### src/rtl/blk_xfer_pkg.sv
package blk_xfer_pkg;

    typedef enum logic [1:0] {
        AM_INC_AFTER  = 2'd0,
        AM_INC_BEFORE = 2'd1,
        AM_DEC_AFTER  = 2'd2,
        AM_DEC_BEFORE = 2'd3
    } addr_mode_e;

    typedef enum logic [1:0] {
        S_IDLE  = 2'd0,
        S_SETUP = 2'd1,
        S_XFER  = 2'd2,
        S_DONE  = 2'd3
    } seq_state_e;

endpackage

### src/rtl/blk_bit_count.sv
module blk_bit_count #(
    parameter int W   = 16,
    parameter int CW  = $clog2(W + 1)
) (
    input  logic [W-1:0]  vec,
    output logic [CW-1:0] count
);
    always_comb begin
        count = '0;
        for (int i = 0; i < W; i++) begin
            count = count + CW'(vec[i]);
        end
    end
endmodule

### src/rtl/blk_low_pick.sv
module blk_low_pick #(
    parameter int W  = 16,
    parameter int IW = $clog2(W)
) (
    input  logic [W-1:0]  vec,
    output logic [IW-1:0] idx
);
    // Scan from the top so the lowest set bit is written last.
    always_comb begin
        idx = '0;
        for (int i = W - 1; i >= 0; i--) begin
            if (vec[i]) begin
                idx = IW'(i);
            end
        end
    end
endmodule

### src/rtl/blk_addr_calc.sv
module blk_addr_calc
    import blk_xfer_pkg::*;
#(
    parameter int AW         = 32,
    parameter int CW         = 5,
    parameter int WORD_BYTES = 4
) (
    input  logic [AW-1:0] base,
    input  logic [CW-1:0] count,
    input  addr_mode_e    mode,
    output logic [AW-1:0] first_addr,
    output logic [AW-1:0] final_base
);
    localparam logic [AW-1:0] STEP = AW'(WORD_BYTES);

    logic [AW-1:0] span;
    logic [AW-1:0] up_base;
    logic [AW-1:0] dn_base;

    assign span    = AW'(count) * STEP;
    assign up_base = base + span;
    assign dn_base = base - span;

    always_comb begin
        unique case (mode)
            AM_INC_AFTER: begin
                first_addr = base;
                final_base = up_base;
            end
            AM_INC_BEFORE: begin
                first_addr = base + STEP;
                final_base = up_base;
            end
            AM_DEC_AFTER: begin
                first_addr = dn_base + STEP;
                final_base = dn_base;
            end
            AM_DEC_BEFORE: begin
                first_addr = dn_base;
                final_base = dn_base;
            end
            default: begin
                first_addr = base;
                final_base = base;
            end
        endcase
    end
endmodule

### src/rtl/blk_xfer_seq.sv
module blk_xfer_seq
    import blk_xfer_pkg::*;
#(
    parameter int NREG       = 16,
    parameter int AW         = 32,
    parameter int WORD_BYTES = 4,
    localparam int IW        = $clog2(NREG),
    localparam int CW        = $clog2(NREG + 1)
) (
    input  logic            clk,
    input  logic            rst_n,
    input  logic            start,
    input  logic [NREG-1:0] cmd_mask,
    input  logic [AW-1:0]   cmd_base,
    input  logic            cmd_load,
    input  logic [1:0]      cmd_mode,
    input  logic            cmd_wb,
    output logic            busy,
    output logic            mem_req,
    output logic            mem_we,
    output logic [AW-1:0]   mem_addr,
    input  logic            mem_ready,
    output logic [IW-1:0]   reg_idx,
    output logic            done,
    output logic [AW-1:0]   base_out,
    output logic            base_wb
);
    localparam logic [AW-1:0] STEP = AW'(WORD_BYTES);

    seq_state_e    st_q, st_d;
    logic [NREG-1:0] mask_q;
    logic [AW-1:0] base_q;
    logic          load_q;
    addr_mode_e    mode_q;
    logic          wb_q;
    logic          nz_q;
    logic [AW-1:0] addr_q;
    logic [AW-1:0] final_q;

    logic [CW-1:0]   sel_cnt;
    logic [IW-1:0]   low_idx;
    logic [AW-1:0]   first_addr;
    logic [AW-1:0]   final_base;
    logic [NREG-1:0] mask_rest;
    logic            beat_ok;

    blk_bit_count #(.W(NREG), .CW(CW)) u_count (
        .vec   (mask_q),
        .count (sel_cnt)
    );

    blk_low_pick #(.W(NREG), .IW(IW)) u_pick (
        .vec (mask_q),
        .idx (low_idx)
    );

    blk_addr_calc #(.AW(AW), .CW(CW), .WORD_BYTES(WORD_BYTES)) u_calc (
        .base       (base_q),
        .count      (sel_cnt),
        .mode       (mode_q),
        .first_addr (first_addr),
        .final_base (final_base)
    );

    assign mask_rest = mask_q & (mask_q - NREG'(1));
    assign beat_ok   = (st_q == S_XFER) && mem_ready;

    // State register
    always_ff @(posedge clk or negedge rst_n) begin
        if (!rst_n) begin
            st_q <= S_IDLE;
        end else begin
            st_q <= st_d;
        end
    end

    // Next-state logic
    always_comb begin
        st_d = st_q;
        unique case (st_q)
            S_IDLE:  if (start) st_d = S_SETUP;
            S_SETUP: st_d = (sel_cnt == '0) ? S_DONE : S_XFER;
            S_XFER:  if (mem_ready && (mask_rest == '0)) st_d = S_DONE;
            S_DONE:  st_d = S_IDLE;
            default: st_d = S_IDLE;
        endcase
    end

    // Command and walk registers
    always_ff @(posedge clk or negedge rst_n) begin
        if (!rst_n) begin
            mask_q  <= '0;
            base_q  <= '0;
            load_q  <= 1'b0;
            mode_q  <= AM_INC_AFTER;
            wb_q    <= 1'b0;
            nz_q    <= 1'b0;
            addr_q  <= '0;
            final_q <= '0;
        end else begin
            if (st_q == S_IDLE && start) begin
                mask_q <= cmd_mask;
                base_q <= cmd_base;
                load_q <= cmd_load;
                mode_q <= addr_mode_e'(cmd_mode);
                wb_q   <= cmd_wb;
            end
            if (st_q == S_SETUP) begin
                addr_q  <= first_addr;
                final_q <= final_base;
                nz_q    <= (sel_cnt != '0);
            end
            if (beat_ok) begin
                mask_q <= mask_rest;
                addr_q <= addr_q + STEP;
            end
        end
    end

    // Outputs
    always_comb begin
        busy     = (st_q != S_IDLE);
        mem_req  = (st_q == S_XFER);
        mem_we   = (st_q == S_XFER) && !load_q;
        mem_addr = addr_q;
        reg_idx  = low_idx;
        done     = (st_q == S_DONE);
        base_out = final_q;
        base_wb  = (st_q == S_DONE) && wb_q && nz_q;
    end

endmodule

### config.mk
export PLATFORM = sky130hd
export DESIGN_NAME = blk_xfer_seq
export DESIGN_NICKNAME = d
export VERILOG_FILES = /design/src/rtl/blk_xfer_pkg.sv /design/src/rtl/blk_bit_count.sv /design/src/rtl/blk_low_pick.sv /design/src/rtl/blk_addr_calc.sv /design/src/rtl/blk_xfer_seq.sv
export SDC_FILE = /design/constraint.sdc
export NUM_CORES = 1
export LEC_CHECK = 0
export BUFFER_PORTS_ARGS = -buffer_cell sky130_fd_sc_hd__buf_2
export CAP_MARGIN = 20
export CORE_MARGIN = 5
export CORE_UTILIZATION = 54
export DETAILED_ROUTE_END_ITERATION = 6
export MAX_ROUTING_LAYER = met4
export PLACE_DENSITY_LB_ADDON = 0.05
export SETUP_SLACK_MARGIN = 0.1
export SYNTH_ARGS = -nofsm -noshare
export SYNTH_HDL_FRONTEND = slang
export SYNTH_SLANG_ARGS = --single-unit
export TNS_END_PERCENT = 20
### constraint.sdc
create_clock -name clk -period 6.4 [get_ports clk]
set_clock_uncertainty 0.05 [all_clocks]
set_input_delay 1.28 -clock clk [delete_from_list [all_inputs] [get_ports clk]]
set_output_delay 1.28 -clock clk [all_outputs]
set_load 0.1 [all_outputs]
==> results of run 1 <==
[path summary, 6_finish.rpt]
path | startpoint | to | cells after the start
setup / recovery | mask_q[1] | mem_addr[30] | 25
hold / removal | nz_q | nz_q | 2
setup reg to reg | mask_q[1] | mem_addr[30] | 25
hold reg to reg | nz_q | nz_q | 2
max in group asynchronous | rst_n | mem_addr[25] | 2
min in group asynchronous | rst_n | base_out[1] | 1
[cells in the mapped netlist (all sizes together), types with 5 or more instances]
master	n	area, µm²
and2	6	37.5
nand3	53	283
ha	27	338
xnor2	43	377
buf	22	111
o21a	6	46.3
o211ai	5	37.5
dfrtp	119	2980
or3	10	62.6
a21o	9	67.6
fa	12	240
a21oi	85	437
o21ai	80	400
xor2	31	272
a22oi	7	52.6
mux2	63	709
o22ai	11	68.8
nor4b	5	80.1
nand2b	5	31.3
nor2	90	343
clkbuf	54	203
mux2i	11	110
nand4	25	171
nor4	29	215
a31oi	18	113
or2	7	43.8
nand2	96	363
nor3	35	206
nor2b	8	50.1
o2111ai	5	61.3
o31ai	10	85.1
a22o	9	78.8
a211oi	13	97.6
and3	15	93.8
inv	59	221
[metrics by stage]
stage,setup TNS (ns),setup slack (ns)
CTS,-0.123,-0.0421
floorplan,0,0.0780
global placement,-0.554,-0.136
finish,-0.277,-0.0702
global route,-3.66,-0.261
detailed placement,-2.33,-0.222
[cells in the final DEF (no fill, tap or decap), types with 14 or more instances in the layout]
master,instances
a21oi_1,80
a31oi_1,17
and3_1,14
buf_2,127
buf_4,123
clkbuf_16,17
dfrtp_1,119
ha_1,21
inv_1,56
mux2_2,62
nand2_1,91
nand3_1,47
nand4_1,24
nor2_1,87
nor3_1,25
nor4_1,19
o21ai_0,71
xnor2_1,37
xor2_1,28
[worst max-delay path, stage by stage, from the launching register on]
cell,delay [ns]
dfrtp_1,0.34
inv_1,0.04
ha_1,0.27
inv_1,0.04
fa_1,0.47
inv_1,0.05
fa_1,0.46
fa_1,0.49
inv_1,0.05
fa_1,0.45
fa_2,0.39
fa_2,0.59
inv_2,0.07
ha_4,0.22
or2_4,0.26
a2111oi_4,0.35
buf_12,0.17
buf_8,0.12
nor4_4,0.05
xnor2_2,0.16
nor4_4,0.36
nand4b_1,0.18
buf_4,0.17
or3_1,0.32
o2111ai_1,0.12
a21oi_1,0.10
[registers in the layout, indices dropped and copies added, names as in the netlist]
signal	count
load_q	1
mem_addr	32
mode_q	2
st_q	2
mask_q	16
base_q	32
base_out	32
nz_q	1
wb_q	1
[layout make-up]
cell class	instances	area (µm²)
multi-input cells	890	6730
fillers	1403	5160
flip-flops and latches	119	2980
repair buffers	265	1740
clock buffers	18	429
well taps	229	287
inverters	62	233
clock inverters	14	223
[repair_timing]
action | 4_1_cts | 5_1_grt
endpoints found under the setup margin | 28 | 35
gates resized for setup | 63 | 39
buffers inserted | 13 | 7
cloned | 0 | 0
pin swaps | 26 | 19
[kinds of logic (layout without fill, tap and decap cells)]
kind of cell	count (synthesis)	count (layout)
buffers and inverters	138	359
and+or+nand+nor	395	395
xor gates and xnor gates	74	74
DFF	119	119
muxes	74	74
AOI/OAI and AO/OA	307	307
adders and majority gates	40	40
[metal layers]
metal / GRT usage [%] / wire [µm]
met1: 46.5 / 14600
met2: 43.9 / 13600
met3: 5.96 / 2870
met4: 9.22 / 739
met5: - / 0
==> key figures, run 1 <==
Drt
  • Drt first-iter violations: 862
  • Via-to-Cell Ratio: 6.16
  • # DRC: 2
  • Routed length per instance: 19.9 µm
  • Total wire length: 31,800 µm
  • ANT nets after route: 0
  • DRT Pass-1 Iters: 7
  • Via count: 9,842

Logic synthesis
  • Simple-gate share of the synthesized area: 21.4%
  • Post-synth ARST share: 100%
  • Main combinational cell family by area after synthesis: simple AND/OR/NAND/NOR gates
  • Post-synth EDFFs: 0
  • Synthesis Warnings: 0
  • Post-synthesis net count: 1,242
  • Synth Area in XOR/XNOR: 6.69%
  • Post-synthesis mux area share: 8.46%
  • Seq cells post-synth: 119
  • Sequential share of the synthesized area: 30.8%
  • Post-synthesis compound-gate area fraction: 20.9%
  • Avg Inst Size Synth: 8.44 µm²
  • Synthesized instance count: 1,147
  • Yosys cell types: 95
  • Area share of fa/ha/maj cells after synthesis: 6.07%
  • Top_reg_cell synth: dfrtp_1
  • Synth Cell Area: 9680 µm²

STA
  • Max Freq: 155 MHz
  • Final setup vio count: 9
  • Crit share post-route: 101%
  • RSZ-0062 raised after global routing: yes
  • Slew headroom: 33.9%
  • Final hold vios: 0
  • Worst setup margin: -0.0702 ns
  • Slew @ Worst Pin: 0.988 ns
  • Max Slew Vio Count: 0
  • Fin Hold WS: 0.446 ns
  • Fin crit period: 6.47 ns

Critical path
  • Category of the critical setup timing path: reg -> reg
  • CP arrival: 6.72 ns
  • Worst-path fanout max: 6
  • FF-to-FF setup slack: -0.07 ns
  • Kind of start point of the critical path: flip-flop
  • Critical path endpoint category: flip-flop
  • WP data required: 6.65 ns

Floorplanning
  • Die Area: 20,700 µm²
  • Effective utilization at floorplan: 54.5%
  • Row count: 49
  • Die Wd: 144 µm
  • Core area: 17,800 µm²
  • IO Count: 129
  • Die Y: 144 µm

Clocking
  • Root buffer cell: clkbuf_16
  • TritonCTS buffer count: 17
  • Worst skew pair latency: 0.43 ns
  • Hold buffer count at cts: 0
  • CTS max path bufs: 2
  • TritonCTS clock tree: done
  • H-tree Lvls: 4
  • Clock Pin Slew Worst Setup and Hold Paths: 0.06 ns
  • CTS Sinks: 119

Global route
  • Largest net degree at the start of global routing: 64
  • GRT Util Overall: 31.5%
  • Initial antenna violation count: 0
  • First-pass GRT wire length: 50,200 µm
  • Gr ovfl total: 0
  • Vias in the first global route: 9,301

Place
  • I/O Buffers: 128
  • Routability cong.: 0.965
  • DP Cell Count: 1,546
  • Detailed Place HPWL: 22,800 µm
  • Dpl cell area: 11,300 µm²

Status
  • Status: finished with violations
  • Violated checks: design-rule violations, negative setup slack

Hold path
  • HP Class: reg -> reg

Cells and area
  • Share of cells above drive strength 1: 33.8%
  • Fin nets: 1,450
  • Diode count: 0
  • Cell area after layout: 12,600 µm²
  • Finished Layout Cells: 1,597
  • Final Util: 71.0%
  • Area grow syn2layout: 30.3%

Flow run
  • Max-Cap Viols: 0
Power of run 1 is not shown: default switching activity piles up to over one toggle a cycle in this logic, so the estimate is an artifact.
==> inputs of run 2 (changes only) <==
--- a/config.mk
+++ b/config.mk
@@ -10,10 +10,12 @@
 export CORE_MARGIN = 5
 export CORE_UTILIZATION = 54
 export DETAILED_ROUTE_END_ITERATION = 6
+export GPL_TIMING_DRIVEN = 0
 export MAX_ROUTING_LAYER = met4
 export PLACE_DENSITY_LB_ADDON = 0.05
 export SETUP_SLACK_MARGIN = 0.1
 export SYNTH_ARGS = -nofsm -noshare
 export SYNTH_HDL_FRONTEND = slang
+export SYNTH_HIERARCHICAL = 1
 export SYNTH_SLANG_ARGS = --single-unit
 export TNS_END_PERCENT = 20
==> key figures, run 2 <==
STA
  • Worst setup margin: -0.173 ns
  • Max Freq: 152 MHz
  • Fin Hold WS: 0.427 ns
  • Crit share post-route: 103%
  • Max Slew Vio Count: 0
  • Final hold vios: 0
  • Fin crit period: 6.57 ns
  • Slew @ Worst Pin: 0.963 ns
  • RSZ-0062 raised after global routing: yes
  • Final setup vio count: 14
  • Slew headroom: 35.2%

Cells and area
  • Most frequent cells in the layout: buf_2, dfrtp_1, nor2_1
  • Multi-input logic area: 6780 µm²
  • Area grow syn2layout: 26.5%
  • Finished Layout Cells: 1,589
  • Fill count: 1,471
  • Diode count: 0
  • Share of cells above drive strength 1: 31.5%
  • Register area: 2990 µm²
  • Fin nets: 1,440
  • Leading cell type in the layout, fill and taps excluded: buf_2

Clocking
  • Hold buffer count at cts: 0
  • Worst skew pair latency: 0.43 ns
  • TritonCTS buffer count: 17
  • CTS max path bufs: 2
  • CTS Sinks: 119
  • TritonCTS clock tree: done
  • Root buffer cell: clkbuf_16
  • Clock Pin Slew Worst Setup and Hold Paths: 0.06 ns
  • H-tree Lvls: 4

Floorplanning
  • IO Count: 129
  • Die Y: 145 µm
  • Die Wd: 145 µm
  • Effective utilization at floorplan: 54.8%
  • Die Area: 21,000 µm²
  • Row count: 49
  • Core area: 17,900 µm²

Critical path
  • WP data required: 6.71 ns
  • Kind of start point of the critical path: flip-flop
  • CP arrival: 6.89 ns
  • Worst reg2reg path depth: 24
  • Worst-path fanout max: 8
  • Critical path endpoint category: flip-flop
  • Category of the critical setup timing path: reg -> reg

Drt
  • Routed length per instance: 20.9 µm
  • Drt first-iter violations: 1,075
  • ANT nets after route: 0
  • Total wire length: 33,200 µm
  • Via-to-Cell Ratio: 6.44
  • DRT Pass-1 Iters: 6
  • Via count: 10,200
  • # DRC: 0

Place
  • I/O Buffers: 128
  • Pre-CTS setup slack: -0.855 ns
  • Routability cong.: 1.03
  • Detailed Place HPWL: 23,800 µm
  • DP Cell Count: 1,501

Logic synthesis
  • Post-synthesis net count: 1,236
  • Leading area contributor after synthesis: dfrtp_1
  • Top_reg_cell synth: dfrtp_1
  • Synthesized instance count: 1,143
  • Synth top area cells: dfrtp_1, mux2_2, nor2_1, xnor2_1, nand2_1
  • Synth Cell Area: 9800 µm²
  • Sequential share of the synthesized area: 30.4%
  • Post-synth ARST share: 100%
  • Avg Inst Size Synth: 8.58 µm²
  • Synthesis Warnings: 6
  • Yosys cell types: 87
  • Most frequent cell after synthesis: dfrtp_1
  • Post-synth top area share: 30.4%
  • Seq cells post-synth: 119
  • Post-synth EDFFs: 0
  • Post-synth top cells: dfrtp_1, nor2_1, nand2_1, mux2_2, inv_1

Global route
  • GRT Util Overall: 31.5%
  • Initial antenna violation count: 0
  • Vias in the first global route: 9,303
  • Gr ovfl total: 0
  • Largest net degree at the start of global routing: 62
  • First-pass GRT wire length: 49,800 µm

Status
  • Status: finished with violations
  • Violated checks: negative setup slack

Hold path
  • HP Class: reg -> reg
  • Hold path cells: 1

Flow run
  • Max-Cap Viols: 0
==> run 2: changes by cell type in the layout (fill, tap and decap cells not counted), moves of 12 or more <==
cell and change:
nand4_1 -12, clkbuf_1 +50, o21ai_0 -18, a21oi_1 -34, nand3_1 -14, buf_4 -69
==> run 2: metrics by stage <==
stage	TNS [ns]	cell area, µm²	utilization [%]
5_1_grt	-4.73	12400	69.3
2_1_floorplan	0	9870	-
4_1_cts	-0.395	12100	67.7
3_5_place_dp	-13.52	10800	60.5
6_report	-1.07	12400	69.3
3_3_place_gp	-12.74	10800	60.3
==> run 2: cell families (layout without fill, tap and decap cells) <==
logic type               Yosys count  in the layout  synth area share [%]
buffers and inverters            140            357                  5.93
multiplexers                      81             81                  9.18
XOR/XNOR                          68             68                  6.07
AO/OA/AOI/OAI                    279            279                  19.9
flip-flops                       119            119                  30.4
AND/OR/NAND/NOR                  418            418                  22.8
adder cells (fa/ha/maj)           38             38                  5.74
==> run 2: worst max-delay path, stage by stage (launching register included) <==
cell	delay, ns
dfrtp_2	0.39
inv_1	0.07
fa_1	0.56
fa_1	0.43
fa_1	0.53
fa_1	0.41
inv_1	0.07
ha_2	0.18
inv_2	0.04
fa_2	0.35
nor2b_1	0.18
o21a_1	0.21
inv_2	0.06
ha_4	0.18
or4_1	0.42
buf_6	0.16
buf_12	0.13
nor4_4	0.37
mux2i_4	0.38
nor2_2	0.13
or4_4	0.54
o31a_1	0.26
o31ai_1	0.20
a32oi_1	0.10
nand2_1	0.09
==> run 2: final cells by class <==
| type | count | area share, % |
|---|---|---|
| Buffer | 74 | 3.15 |
| Clock buffer | 19 | 3.57 |
| Clock inverter | 13 | 0.998 |
| Inverter | 64 | 1.94 |
| Multi-Input combinational cell | 884 | 54.6 |
| Sequential cell | 119 | 24.1 |
| Tap cell | 229 | 2.31 |
| Timing Repair Buffer | 187 | 9.32 |
==> run 2: path summary, 6_finish.rpt <==
kind,end,slack [ns],startpoint
min in group asynchronous,mem_addr[26],0.76,rst_n
min,nz_q,0.43,nz_q
max in group asynchronous,base_q[10],4.82,rst_n
min reg2reg,nz_q,0.43,nz_q
max,mem_addr[28],-0.17,mask_q[15]
max reg2reg,mem_addr[28],-0.17,mask_q[15]
==> run 2: layer usage <==
layer | GRT usage (%) | share of wire, % | routed length (µm) | up-vias
li1 | - | - | - | 4619
met4 | 11.3 | 4.0 | 1320 | 0
met5 | - | 0 | 0 | -
met3 | 5.26 | 7.5 | 2480 | 112
met1 | 40.3 | 39 | 13000 | 4954
met2 | 50.5 | 49 | 16300 | 543
==> run 2: repair_timing <==
item | in CTS | in global routing
resized for setup | 73 | 40
setup buffers | 44 | 12
pin swaps | 49 | 54
endpoints found under the setup margin | 37 | 26
cloned | 2 | 0
Power of run 2 is left out for the same reason.
==> inputs of run 3 (changes only) <==
--- a/config.mk
+++ b/config.mk
@@ -16,6 +16,5 @@
 export SETUP_SLACK_MARGIN = 0.1
 export SYNTH_ARGS = -nofsm -noshare
 export SYNTH_HDL_FRONTEND = slang
-export SYNTH_HIERARCHICAL = 1
 export SYNTH_SLANG_ARGS = --single-unit
 export TNS_END_PERCENT = 20
==> key figures, run 3 (synthesis gave the netlist of run 1 again) <==
Clocking
  • TritonCTS clock tree: done
  • CTS Sinks: 119
  • CTS max path bufs: 2
  • H-tree Lvls: 4
  • Hold buffer count at cts: 0
  • Clock Pin Slew Worst Setup and Hold Paths: 0.06 ns
  • TritonCTS buffer count: 17
  • Worst skew pair latency: 0.43 ns
  • Root buffer cell: clkbuf_16

Cells and area
  • Cell area after layout: 12,400 µm²
  • Diode count: 0
  • Share of cells above drive strength 1: 30.2%
  • Fin nets: 1,432
  • Final Util: 69.9%
  • Leading cell type in the layout, fill and taps excluded: buf_2
  • Most frequent cells in the layout: buf_2, dfrtp_1, nand2_1
  • Area grow syn2layout: 28.3%

Floorplanning
  • Die Area: 20,700 µm²
  • Core area: 17,800 µm²
  • Die Y: 144 µm
  • IO Count: 129
  • Effective utilization at floorplan: 54.5%
  • Die Wd: 144 µm
  • Row count: 49

STA
  • Final hold vios: 0
  • Slew @ Worst Pin: 0.989 ns
  • RSZ-0062 raised after global routing: yes
  • Max Slew Vio Count: 0
  • Final setup vio count: 19
  • Setup TNS: -2.29 ns
  • Max Freq: 151 MHz
  • Slew headroom: 34.0%
  • Worst setup margin: -0.231 ns
  • Crit share post-route: 104%
  • Fin crit period: 6.63 ns

Drt
  • Routed length per instance: 21.2 µm
  • Via count: 9,878
  • ANT nets after route: 0
  • # DRC: 0
  • DRT Pass-1 Iters: 6
  • Via-to-Cell Ratio: 6.26
  • Drt first-iter violations: 1,065
  • Total wire length: 33,500 µm

Critical path
  • Worst-path cell chain: inv_2 -> ha_4 -> inv_2 -> fa_1 -> inv_1 -> fa_1 -> fa_1 -> inv_1 -> fa_1 -> fa_2 -> fa_2 -> inv_4 -> ha_4 -> or2_4 -> a2111oi_4 -> clkbuf_16 -> o21ai_4 -> a21oi_4 -> o21a_2 -> buf_4 -> nand3_2 -> or4_4 -> a31oi_4 -> nor2_1
  • Critical R2R Capture: mem_addr[17]
  • Critical path endpoint category: flip-flop
  • Kind of start point of the critical path: flip-flop
  • CP max-delay cell: fa_2
  • FF-to-FF setup slack: -0.23 ns
  • Category of the critical setup timing path: reg -> reg
  • Kind of cell adding the most delay to the critical path: adder cells
  • WP buf/inv: 7
  • Most used cell along the critical path: fa_1
  • Critical Path Max Stage Delay: 0.62 ns
  • CP arrival: 6.89 ns
  • RR Startpoint: mask_q[0]
  • WP data required: 6.66 ns
  • Worst reg2reg path depth: 24
  • Worst-path fanout max: 5

Place
  • Routability cong.: 0.961
  • Dpl cell area: 10,700 µm²
  • Detailed Place HPWL: 24,500 µm
  • Pre-CTS setup slack: -0.764 ns
  • I/O Buffers: 128

Hold path
  • Hold path cells: 1
  • Hold Path End: base_out[30]
  • Hold Crit Start: base_out[30]
  • HP Class: reg -> reg

Flow run
  • Max-Cap Viols: 0

Global route
  • Vias in the first global route: 9,363
  • Initial antenna violation count: 0
  • Gr ovfl total: 0
  • GRT Util Overall: 32.8%
  • Largest net degree at the start of global routing: 65
  • First-pass GRT wire length: 51,500 µm

Status
  • Violated checks: negative setup slack
  • Status: finished with violations
==> run 3: what timing repair did <==
action                     CTS  global route
pin swaps                   44            44
setup endpoints to repair   43            41
gates cloned                 1             0
setup buffers               27            14
gates resized for setup     75            64
==> run 3: how the worst max path moves through the flow <==
stage | endpoint | startpoint | slack (ns) | depth (start not counted)
CTS | mem_addr[22] | mask_q[1] | -0.10 | 24
global route | mem_addr[21] | mask_q[0] | -0.39 | 24
floorplan | mem_addr[23] | mask_q[1] | 0.08 | 22
finish | mem_addr[17] | mask_q[0] | -0.23 | 24
global placement | mem_addr[26] | mask_q[1] | -0.70 | 24
detailed placement | mem_addr[26] | mask_q[1] | -0.76 | 24
==> run 3: final cells by class <==
type	count	area, µm²
fill	1442	5360
timing repair buffer	171	1040
sequential	119	2980
buffer	76	350
multi-input combinational	890	6870
clock buffer	18	439
tap	229	287
clock inverter	14	223
inverter	62	235
==> run 3: metrics by stage <==
| step | hold WS, ns | instances |
|---|---|---|
| 2_1_floorplan | 0.403 | 1147 |
| 3_3_place_gp | 0.429 | 1504 |
| 3_5_place_dp | 0.440 | 1505 |
| 4_1_cts | 0.453 | 1565 |
| 5_1_grt | 0.463 | 1579 |
| 6_report | 0.449 | 1579 |
==> run 3: metal layers <==
layer / track usage, % / part of all wire [%] / up-vias
met1: 47.0 / 45 / 4714
met5: - / 0 / -
met3: 6.82 / 9.0 / 75
met4: 10.2 / 2.5 / 0
li1: - / - / 4565
met2: 46.5 / 43 / 524
Power of run 3 is left out for the same reason.
